$ cat src/rtl/dm_wt_cache.sv
module dm_wt_cache #(
  parameter int LINES = 16,
  parameter int WORDS = 4,
  parameter int AW    = 32,
  parameter int DW    = 32
) (
  input  logic          clk,
  input  logic          rst_n,
  input  logic          cpu_req,
  input  logic          cpu_we,
  input  logic [AW-1:0] cpu_addr,
  input  logic [DW-1:0] cpu_wdata,
  output logic [DW-1:0] cpu_rdata,
  output logic          cpu_stall,
  output logic          cpu_hit,
  output logic          mem_req,
  output logic          mem_we,
  output logic [AW-1:0] mem_addr,
  output logic [DW-1:0] mem_wdata,
  input  logic [DW-1:0] mem_rdata,
  input  logic          mem_ready
);
  localparam int BYTE_W  = $clog2(DW / 8);
  localparam int OFF_W   = $clog2(WORDS);
  localparam int IDX_W   = $clog2(LINES);
  localparam int TAG_LSB = IDX_W + OFF_W + BYTE_W;
  localparam int TAG_W   = AW - TAG_LSB;

  typedef enum logic [1:0] {S_LOOK, S_FILL, S_WRITE} st_t;

  st_t                    st_q;
  logic [LINES-1:0]       valid_q;
  logic [TAG_W-1:0]       tag_q  [LINES];
  logic [DW-1:0]          data_q [LINES*WORDS];
  logic [OFF_W-1:0]       cnt_q;
  logic                   miss_q;

  logic [TAG_W-1:0]       a_tag;
  logic [IDX_W-1:0]       a_idx;
  logic [OFF_W-1:0]       a_off;
  logic                   hit;
  logic [IDX_W+OFF_W-1:0] rd_ix, fill_ix;

  assign a_tag   = cpu_addr[AW-1:TAG_LSB];
  assign a_idx   = cpu_addr[TAG_LSB-1:OFF_W+BYTE_W];
  assign a_off   = cpu_addr[OFF_W+BYTE_W-1:BYTE_W];
  assign hit     = valid_q[a_idx] && (tag_q[a_idx] == a_tag);
  assign rd_ix   = {a_idx, a_off};
  assign fill_ix = {a_idx, cnt_q};

  assign mem_req   = (st_q != S_LOOK);
  assign mem_we    = (st_q == S_WRITE);
  assign mem_wdata = cpu_wdata;
  assign mem_addr  = (st_q == S_WRITE)
                   ? {cpu_addr[AW-1:BYTE_W], {BYTE_W{1'b0}}}
                   : {cpu_addr[AW-1:OFF_W+BYTE_W], cnt_q, {BYTE_W{1'b0}}};

  assign cpu_rdata = data_q[rd_ix];
  assign cpu_stall = cpu_req && ((st_q == S_LOOK) ? !(hit && !cpu_we)
                                                  : !(st_q == S_WRITE && mem_ready));
  assign cpu_hit   = cpu_req && !cpu_stall && !miss_q;

  always_ff @(posedge clk or negedge rst_n) begin
    if (!rst_n) begin
      st_q    <= S_LOOK;
      valid_q <= '0;
      cnt_q   <= '0;
      miss_q  <= 1'b0;
    end else begin
      case (st_q)
        S_LOOK: if (cpu_req) begin
          if (hit && !cpu_we) begin
            miss_q <= 1'b0;
          end else if (hit) begin
            st_q <= S_WRITE;
          end else begin
            st_q   <= S_FILL;
            miss_q <= 1'b1;
            cnt_q  <= '0;
          end
        end
        S_FILL: if (mem_ready) begin
          cnt_q <= cnt_q + 1'b1;
          if (cnt_q == {OFF_W{1'b1}}) begin
            valid_q[a_idx] <= 1'b1;
            st_q <= cpu_we ? S_WRITE : S_LOOK;
          end
        end
        S_WRITE: if (mem_ready) begin
          st_q   <= S_LOOK;
          miss_q <= 1'b0;
        end
        default: st_q <= S_LOOK;
      endcase
    end
  end

  always_ff @(posedge clk) begin
    if (st_q == S_FILL && mem_ready) begin
      data_q[fill_ix] <= mem_rdata;
      if (cnt_q == {OFF_W{1'b1}}) tag_q[a_idx] <= a_tag;
    end else if (st_q == S_WRITE && mem_ready) begin
      data_q[rd_ix] <= cpu_wdata;
    end
  end
endmodule

$ cat config.mk
export PLATFORM = sky130hd
export DESIGN_NAME = dm_wt_cache
export DESIGN_NICKNAME = d
export VERILOG_FILES = /design/src/rtl/dm_wt_cache.sv
export SDC_FILE = /design/constraint.sdc
export NUM_CORES = 2
export LEC_CHECK = 0
export ABC_CLOCK_PERIOD_IN_PS = 5550
export BUFFER_PORTS_ARGS = -buffer_cell sky130_fd_sc_hd__buf_2
export CAP_MARGIN = 20
export CORE_MARGIN = 5
export CORE_UTILIZATION = 55
export CTS_BUF_LIST = sky130_fd_sc_hd__clkbuf_4
export CTS_CLUSTER_DIAMETER = 60
export DETAILED_ROUTE_END_ITERATION = 10
export GPL_ROUTABILITY_DRIVEN = 0
export PLACE_DENSITY = 0.67
export SLEW_MARGIN = 10
export SYNTH_ARGS = -nofsm -noshare
export SYNTH_HDL_FRONTEND = slang
export SYNTH_SLANG_ARGS = --single-unit
$ cat constraint.sdc
create_clock -name clk -period 5.55 [get_ports clk]
set_input_delay 0.555 -clock clk [delete_from_list [all_inputs] [get_ports clk]]
set_output_delay 0.555 -clock clk [all_outputs]
set_load 0.05 [all_outputs]
==> impl_metrics.py <==
metrics = {
    "route": {
        "vias": 49900,
        "routed_wl_mm": 258,
        "via_per_inst": 6.36,
        "drc": 0,
        "dr.pass1.iters": 8,
        "ant_nets": 0,
        "drt-initial-drc-count": 6337,
        "wl_per_cell_um": 33.0,
    },
    "timing": {
        "worst_pin_slew_ns": 1.13,
        "post-route-period-util_pct": 93.3,
        "finalMaxSlewViolations": 0,
        "max_freq_ghz": 0.193,
        "finalSetupViolCount": 0,
        "slew_headroom_pct": 24.2,
        "rsz0062_at_grt": "false",
        "finClkSkew_ns": 0.0784,
        "fin_tns_setup_ns": 0,
        "hold_violations": 0,
        "period_minus_slack_ns": 5.18,
    },
    "grt": {
        "grt_pass1_vias": 50500,
        "grt_pass1_wl_mm": 364,
        "grt_max_degree": 72,
        "track_usage_pct": 28.6,
        "overflow": 0,
        "antenna_found_initial": 12,
    },
    "floorplan": {
        "die_x_um": 426,
        "rows": 152,
        "fp.dieH_um": 426,
        "start_util_pct": 55.4,
        "io_pins": 201,
        "dieArea_um2": 182000,
        "coreArea_um2": 172000,
    },
    "hold_path": {
        "min_from": "mem_rdata[29]",
        "hold_path_class": "in2reg",
        "whs_endpoint": "data_q[32][29]",
        "hold_depth": 2,
    },
    "yosys": {
        "synth_top_family_by_area": "multiplexers",
        "ys_ff_latch": 2453,
        "syn_avg_cell_area_um2": 22.5,
        "yosysWarnings": 0,
        "synthArstFlopShare_pct": 0.856,
        "synth_compound_area_share_pct": 2.05,
        "synth_seq_area_share_pct": 77.2,
        "muxShareOfSynthArea_pct": 17.1,
        "syn-cell-area_um2": 95300,
        "synth_fa_ha_area_share_pct": 0.0131,
        "synth_top_flop_cell": "edfxtp_1",
        "postSynthCellCount": 4231,
        "synth_edf_count": 2432,
        "synth_xor_area_share_pct": 0.265,
        "yosys.cell_types.count": 72,
        "synth-simple-area-share_pct": 1.71,
    },
    "power_and_ir_drop": {
        "p_per_area_nw_per_um2": 350,
        "total_power_mw": 38.4,
        "leakagePower_nw": 36.0,
        "ir_drop_mv": 0.288,
    },
    "clock_tree": {
        "numCtsBuffers": 628,
        "cts_resized": 0,
        "cts.clk_slew.worst_paths_ns": 0.06,
        "clock_path_buffers": 4,
        "clk_latency_ns": 1.36,
        "clock-sinks": 2453,
        "cts_root_buf": "clkbuf_4",
        "cts_tree": "done",
        "htree_num_levels": 6,
    },
    "critical_path": {
        "r2r-end": "data_q[34][28]",
        "r2r_start": "st_q[0]",
        "path_class": "reg2out",
        "cp_max_fo": 3,
        "critPathArrivalTime_ns": 4.62,
        "cp-end-kind": "output port",
        "crit_path_start_kind": "flop",
        "rrSetupSlack_ns": 0.84,
        "required_ns": 4.99,
        "r2r_cells": 8,
    },
    "finish": {
        "drive_above_1_share_pct": 39.3,
        "stdcell_count": 7845,
        "fin_nets": 5207,
        "syn_to_final_growth_pct": 15.2,
        "fin_area_um2": 110000,
    },
    "placement": {
        "hpwl_mm": 143,
        "dpl_cell_area_um2": 101000,
        "io_buffers": 196,
        "place_inst": 6668,
    },
    "job": {
        "drv_cap": 0,
    },
    "run_status": {
        "outcome": "finished clean",
    },
}
worst max path at each step:
stage / slack, ns / from / endpoint / cells past startpoint
3_3_place_gp: 0.69 / cpu_addr[5] / cpu_hit / 11
3_5_place_dp: 0.72 / cpu_addr[5] / cpu_hit / 11
4_1_cts: 0.21 / tag_q[4][18] / cpu_hit / 8
5_1_grt: 0.17 / tag_q[5][17] / cpu_hit / 8
6_report: 0.37 / tag_q[6][18] / cpu_hit / 8
2_1_floorplan: 1.10 / cpu_addr[2] / data_q[11][0] / 11
Yosys cell counts (20+ instances only):
master	number	area (um2)
mux2_2	48	541
clkbuf_1	90	338
nand3_1	21	105
o22ai_1	29	181
buf_4	72	541
mux2i_1	158	1580
edfxtp_1	2432	73000
nand2_1	111	417
a22oi_1	88	661
buf_2	66	330
dfrtp_1	21	526
nand2b_1	20	125
a21oi_1	37	185
nor2_1	110	413
mux4_2	623	14000
buf_1	37	139
o21ai_0	37	185
repair_timing:
action	in CTS	in global routing
hold buffers	48	48
setup buffers	0	0
endpoints found under the hold margin	448	350
cells in the final DEF (no fill, tap or decap), types with 6 or more instances in the layout:
master,netlist,layout
edfxtp_1,2432,2432
clkbuf_4,0,921
mux4_2,623,623
buf_2,66,170
buf_4,72,166
mux2i_1,158,158
nand2_1,111,110
clkinv_1,0,96
dlygate4sd3_1,0,95
a22oi_1,88,88
buf_12,2,83
nor2_4,0,73
mux2_2,48,45
a21oi_1,37,37
o21ai_0,37,37
nor2_1,110,31
o22ai_1,29,29
nand3_1,21,21
dfrtp_1,21,21
nand2b_1,20,20
xnor2_1,18,18
or2_2,18,18
inv_2,1,16
diode_2,0,12
a2111o_1,12,12
o211ai_1,12,12
nor3_1,18,10
clkinv_2,0,10
xor2_1,9,9
nand4_1,8,8
nor3_2,0,8
nor2b_1,8,7
inv_1,8,7
or3_1,7,7
a22o_1,7,7
nor2_2,0,6
and3_1,6,6
logic make-up after synthesis:
group	after synthesis
AOI/OAI and AO/OA	272
xor gates and xnor gates	28
adders and majority gates	1
buffers and inverters	290
DFF	2453
muxes	835
other	1
and+or+nand+nor	351
state kept, by name (all words and copies together) (netlist names):
name / count
tag_q: 384
cnt_q: 2
st_q: 2
miss_q: 1
valid_q: 16
data_q: 2048
layer usage:
| metal | vias to the layer above | share of wire [%] | track usage [%] |
|---|---|---|---|
| met4 | 4 | 3.9 | 11.3 |
| li1 | 20100 | - | - |
| met3 | 512 | 10 | 6.84 |
| met5 | - | 0.010 | 0 |
| met2 | 3047 | 49 | 45.8 |
| met1 | 26300 | 37 | 38.6 |
where the power goes:
part	internal [mW]	total (mW)	switching, mW
combinational	1.07	2.95	1.88
clock	7.73	14.7	7.00
sequential	20.7	20.7	0.0916
total	29.4	38.4	8.96
layout make-up:
class | count | area [um2]
inverters | 9 | 38.8
fillers | 11700 | 62200
multi-input cells | 1489 | 20800
repair buffers | 524 | 4910
clock inverters | 127 | 603
clock buffers | 921 | 6910
well taps | 2310 | 2890
flip-flops and latches | 2453 | 73600
diodes | 12 | 30.0
per-stage QoR:
stage	worst slack (ns)	hold slack (ns)	utilization (%)
2_1_floorplan	1.10	0.259	-
3_3_place_gp	0.694	0.443	58.6
3_5_place_dp	0.717	0.446	58.6
4_1_cts	0.207	0.00570	63.3
5_1_grt	0.173	0.00706	63.8
6_report	0.374	0.0912	63.8
worst max-delay path: stages (launching register included):
cell       delay, ns
edfxtp_1        0.37
mux4_1          0.52
mux4_2          0.50
xnor2_2         0.37
o2111ai_1       0.17
or4_1           0.41
or4_1           0.47
a21oi_1         0.20
buf_2           0.29
Note: power is estimated with default switching activity, not from simulation.
